File: src/rtl/qseq_pkg.sv
package qseq_pkg;
    localparam int unsigned NUM_PHASES  = 4;
    localparam int unsigned PH_W        = $clog2(NUM_PHASES);
    localparam int unsigned CLKOUT_HIGH = NUM_PHASES / 2;

    typedef logic [PH_W-1:0] phase_t;

    localparam phase_t PH_FIRST = phase_t'(0);
    localparam phase_t PH_READ  = phase_t'(1);
    localparam phase_t PH_LAST  = phase_t'(NUM_PHASES - 1);

    typedef struct packed {
        logic pc_inc;
        logic fetch_latch;
        logic ir_load;
        logic dmem_rd;
        logic dmem_wr;
    } strobe_t;

    function automatic phase_t phase_next(input phase_t p);
        return (p == PH_LAST) ? PH_FIRST : phase_t'(p + 1'b1);
    endfunction
endpackage

File: src/rtl/qseq_phase_gen.sv
module qseq_phase_gen
    import qseq_pkg::*;
(
    input  logic                  clk,
    input  logic                  rst,
    output phase_t                phase,
    output logic                  run,
    output logic [NUM_PHASES-1:0] q_onehot,
    output logic                  clkout
);
    always_ff @(posedge clk) begin
        if (rst) begin
            phase <= PH_LAST;
            run   <= 1'b0;
        end else begin
            phase <= phase_next(phase);
            run   <= 1'b1;
        end
    end

    for (genvar i = 0; i < NUM_PHASES; i++) begin : g_strobe
        assign q_onehot[i] = run && (phase == phase_t'(i));
    end

    assign clkout = run && (int'(phase) < CLKOUT_HIGH);

    p_one_phase_r1: assert property (@(posedge clk) disable iff (rst)
        run |-> ($countones(q_onehot) == 1));

    p_rotate_r1: assert property (@(posedge clk) disable iff (rst)
        run |=> (q_onehot == {$past(q_onehot[NUM_PHASES-2:0]), $past(q_onehot[NUM_PHASES-1])}));

    p_clk_rise_r2: assert property (@(posedge clk) disable iff (rst)
        $rose(clkout) |-> q_onehot[0]);
endmodule

File: src/rtl/qseq_slot_ctrl.sv
module qseq_slot_ctrl
    import qseq_pkg::*;
(
    input  logic   clk,
    input  logic   rst,
    input  logic   run,
    input  phase_t phase,
    input  logic   branch_taken,
    output logic   exec_valid,
    output logic   flush
);
    logic boundary;
    logic taken;

    assign boundary = run && (phase == PH_LAST);
    assign taken    = exec_valid && branch_taken;

    always_ff @(posedge clk) begin
        if (rst) begin
            exec_valid <= 1'b0;
            flush      <= 1'b0;
        end else if (boundary) begin
            exec_valid <= !taken;
            flush      <= taken;
        end
    end

    p_branch_flush_r7: assert property (@(posedge clk) disable iff (rst)
        (boundary && exec_valid && branch_taken) |=> (flush && !exec_valid));

    p_ignore_invalid_r8: assert property (@(posedge clk) disable iff (rst)
        (boundary && !exec_valid) |=> (exec_valid && !flush));

    p_hold_in_cycle_r9: assert property (@(posedge clk) disable iff (rst)
        (run && phase != PH_FIRST) |-> ($stable(exec_valid) && $stable(flush)));
endmodule

File: src/rtl/qseq_strobes.sv
module qseq_strobes
    import qseq_pkg::*;
(
    input  logic    run,
    input  phase_t  phase,
    input  logic    exec_valid,
    output strobe_t strb
);
    always_comb begin
        strb             = '0;
        strb.pc_inc      = run && (phase == PH_FIRST);
        strb.ir_load     = run && (phase == PH_FIRST);
        strb.fetch_latch = run && (phase == PH_LAST);
        strb.dmem_rd     = run && exec_valid && (phase == PH_READ);
        strb.dmem_wr     = run && exec_valid && (phase == PH_LAST);
    end
endmodule

File: src/rtl/qseq_top.sv
module qseq_top
    import qseq_pkg::*;
(
    input  logic                  clk,
    input  logic                  rst,
    input  logic                  branch_taken,
    output logic [NUM_PHASES-1:0] q_phase,
    output logic                  clkout,
    output logic                  pc_inc,
    output logic                  fetch_latch,
    output logic                  ir_load,
    output logic                  dmem_rd,
    output logic                  dmem_wr,
    output logic                  exec_valid,
    output logic                  flush
);
    phase_t  phase;
    logic    run;
    strobe_t strb;

    qseq_phase_gen u_phase (
        .clk      (clk),
        .rst      (rst),
        .phase    (phase),
        .run      (run),
        .q_onehot (q_phase),
        .clkout   (clkout)
    );

    qseq_slot_ctrl u_slot (
        .clk          (clk),
        .rst          (rst),
        .run          (run),
        .phase        (phase),
        .branch_taken (branch_taken),
        .exec_valid   (exec_valid),
        .flush        (flush)
    );

    qseq_strobes u_strb (
        .run        (run),
        .phase      (phase),
        .exec_valid (exec_valid),
        .strb       (strb)
    );

    assign pc_inc      = strb.pc_inc;
    assign fetch_latch = strb.fetch_latch;
    assign ir_load     = strb.ir_load;
    assign dmem_rd     = strb.dmem_rd;
    assign dmem_wr     = strb.dmem_wr;

    p_wr_needs_valid_r5: assert property (@(posedge clk) disable iff (rst)
        dmem_wr |-> (exec_valid && q_phase[NUM_PHASES-1]));

    p_rd_phase_r5: assert property (@(posedge clk) disable iff (rst)
        dmem_rd |-> (exec_valid && q_phase[1]));
endmodule

File: config.mk
export PLATFORM = sky130hd
export DESIGN_NAME = qseq_top
export DESIGN_NICKNAME = d
export VERILOG_FILES = /design/src/rtl/qseq_pkg.sv /design/src/rtl/qseq_phase_gen.sv /design/src/rtl/qseq_slot_ctrl.sv /design/src/rtl/qseq_strobes.sv /design/src/rtl/qseq_top.sv
export SDC_FILE = /design/constraint.sdc
export NUM_CORES = 1
export LEC_CHECK = 0
export ABC_AREA = 1
export BUFFER_PORTS_ARGS = -buffer_cell sky130_fd_sc_hd__buf_2
export CAP_MARGIN = 20
export CORE_AREA = 2 2 39 41
export CTS_CLUSTER_SIZE = 20
export DETAILED_ROUTE_END_ITERATION = 10
export DIE_AREA = 0 0 41 43
export SKIP_CTS_REPAIR_TIMING = 1
export SLEW_MARGIN = 10
export SYNTH_ARGS = -nofsm -noshare
export SYNTH_HDL_FRONTEND = slang
export SYNTH_SLANG_ARGS = --single-unit
export TNS_END_PERCENT = 20
File: constraint.sdc
create_clock -name clk -period 1.1 [get_ports clk]
set_clock_uncertainty 0.1 [all_clocks]
set_input_delay 0.055 -clock clk [delete_from_list [all_inputs] [get_ports clk]]
set_output_delay 0.055 -clock clk [all_outputs]
set_load 0.03 [all_outputs]
==> flow_summary.json <==
{
  "dp_hpwl_um": 438,
  "row_count": 14,
  "port_buffers": 14,
  "synth_area_leader_cell": "dfxtp_1",
  "antenna_found_initial": 0,
  "rsz0062_at_grt": "true",
  "grt_usage_pct": 7.74,
  "setup_slack_ns": -0.180,
  "worst_slew_pin_slew_ns": 0.151,
  "vias": 268,
  "min_from": "branch_taken",
  "synth_nets": 44,
  "clkLatencyLatePin_ns": 0.23,
  "peakVddDrop_v": 0.000464,
  "min_period_ns": 1.28,
  "cts_tree": "yes",
  "fillCellCount": 153,
  "arrival_ns": 1.13,
  "clk_pin_slew_worst_paths_ns": 0.04,
  "multi_input_area_um2": 161,
  "cts_max_level": 1,
  "remaining_drc_errors": 0,
  "firstDrtPassIters": 3,
  "grt_max_degree": 6,
  "outcome": "finished with violations",
  "fin_crit_sh_pct": 116,
  "drtIter0Drc": 1,
  "leakage_nw": 0.270,
  "synth.area.mux_share_pct": 0,
  "globalRouteMet1Util_pct": 9.35,
  "grt-busiest-layer": "met2",
  "drt_wl_total_um": 572,
  "synthArstFlopShare_pct": 0,
  "cts.path.max_buffers": 2,
  "grt_use_met2_pct": 9.38,
  "ys.flop_type": "dfxtp_1",
  "hold_violations": 0,
  "ios": 15,
  "cts-buffers-inserted": 3,
  "seq_area_frac_synth_pct": 35.7,
  "n_antenna_cell": 0,
  "synth_edf_count": 0,
  "ant_nets": 0,
  "ys_ff_latch": 5,
  "endpoint_kind": "output pin",
  "yosys.area_share.xor_xnor_pct": 0,
  "synth_area_leaders": "dfxtp_1 (36%), ha_1 (18%), inv_1 (11%)",
  "dp_cells": 68,
  "synth_area_um2": 280,
  "min_path_type": "primary input to register",
  "dieHeight_um": 43,
  "fp.dieW_um": 41,
  "synthTopCellsByCount": "inv_1 (8), nand2_1 (6), dfxtp_1 (5), nor2_1 (5), ha_1 (4)",
  "fmax_mhz": 781,
  "timing.hold.ws_ns": 0.00843,
  "synth_compound_area_share_pct": 4.91,
  "area.growth.synth_to_final_pct": 78.1,
  "synthesis.instances": 37,
  "final_util_pct": 36.1,
  "grt_pass1_wl_um": 869,
  "r2r-end": "u_phase.phase[1]",
  "syn_area_per_cell_um2": 7.57,
  "synth_top_family_by_area": "simple AND/OR/NAND/NOR gates",
  "grt-ovfl-total": 0,
  "initial_utilization_pct": 20.3,
  "min_delay_worst_endpoint": "u_slot.exec_valid",
  "failed_checks": "negative setup slack",
  "ys_warn_count": 0,
  "pre_cts_ws_ns": -0.0754,
  "die_area_mm2": 0.00176,
  "fin_cells": 73,
  "hold_path_depth": 4,
  "critPathRequiredTime_ns": 0.94,
  "worst-setup-path-type": "register to output pin",
  "reg2reg_slack_ns": -0.04,
  "viasPerCell": 3.67,
  "grtUsageMet3_pct": 3.14,
  "p_per_area_mw_per_mm2": 1360,
  "cts-root-buf": "clkbuf_4",
  "ff2ff_path_depth": 3,
  "setup_viol": 10,
  "fin_nets": 65,
  "drive_above_1_share_pct": 63.2,
  "worstReg2RegStart": "u_phase.phase[0]",
  "fin_tns_setup_ns": -1.35,
  "grt_pass1_vias": 238,
  "clock-sinks": 5,
  "crit_path_start_kind": "register",
  "gp_congestion": 0.654,
  "post_drt_wl_per_cell_um": 7.84,
  "relSlewSlack_pct": 89.8,
  "netlist.area_leader.share_pct": 35.7,
  "yosysMostFrequentCell": "inv_1",
  "fp.coreArea_mm2": 0.00138,
  "cap_violations": 0,
  "synth-simple-area-share_pct": 21.4,
  "crit_fanout": 3,
  "synth_cell_types": 11,
  "synthAdderAreaFrac_pct": 17.9,
  "ff_latch_area_um2": 106,
  "slew_viol_final": 0
}
==> layout make-up <==
class,instances,share of cell area [%]
well taps,16,4.01
repair buffers,19,30.3
flip-flops and latches,5,21.3
clock buffers,4,5.26
multi-input cells,20,32.3
inverters,9,6.77
==> metrics by stage <==
stage | cell area (um^2) | power [mW]
2_1_floorplan | 280 | 0.355
3_3_place_gp | 378 | 0.415
3_5_place_dp | 378 | 0.418
4_1_cts | 404 | 0.631
5_1_grt | 499 | 0.728
6_report | 499 | 0.679
==> flip-flops by register name (all words and copies together), names as in the netlist <==
| register | flops |
|---|---|
| u_phase.phase | 2 |
| u_phase.run | 1 |
| u_slot.exec_valid | 1 |
| u_slot.flush | 1 |
==> placed cells by master (no fill, tap or decap), drive strengths merged <==
cell	instances
a21oi	1
buf	18
clkbuf	4
dfxtp	5
dlygate4sd3	1
ha	4
inv	9
nand2	8
nor2	5
o21ai	1
or2	1
==> how the worst max path moves through the flow <==
stage	start	end	slack (ns)	depth (start not counted)
finish	u_phase.phase[1]	dmem_rd	-0.18	6
detailed placement	u_phase.phase[0]	u_phase.phase[1]	-0.08	3
floorplan	u_slot.exec_valid	dmem_rd	-0.1	2
global route	u_phase.phase[1]	dmem_rd	-0.25	6
global placement	u_phase.phase[1]	u_phase.phase[1]	-0.04	3
CTS	u_phase.phase[1]	dmem_rd	-0.29	6
==> worst max-delay path, cell delays in order (launching register included) <==
cell     delay (ns)
dfxtp_2        0.34
inv_2          0.04
buf_6          0.11
ha_4           0.14
nand2_2        0.06
nor2_1         0.04
buf_4          0.15
==> power breakdown <==
| group | internal [mW] | switching, mW | leakage [nW] |
|---|---|---|---|
| clock | 0.137 | 0.0687 | 0.0150 |
| sequential | 0.204 | 0.0177 | 0.0417 |
| combinational | 0.108 | 0.144 | 0.214 |
| total | 0.449 | 0.230 | 0.270 |
==> layer usage <==
metal,vias up,wire (um),part of all wire (%)
met5,-,0,0
met4,0,10,1.7
met3,2,47,8.2
met2,9,293,51
met1,115,220,38
li1,142,-,-
==> kinds of logic after synthesis <==
logic type / Yosys count
AO/OA/AOI/OAI: 2
AND/OR/NAND/NOR: 14
adder cells (fa/ha/maj): 4
buffers and inverters: 12
flip-flops: 5
Note: power is estimated with default switching activity, not from simulation.
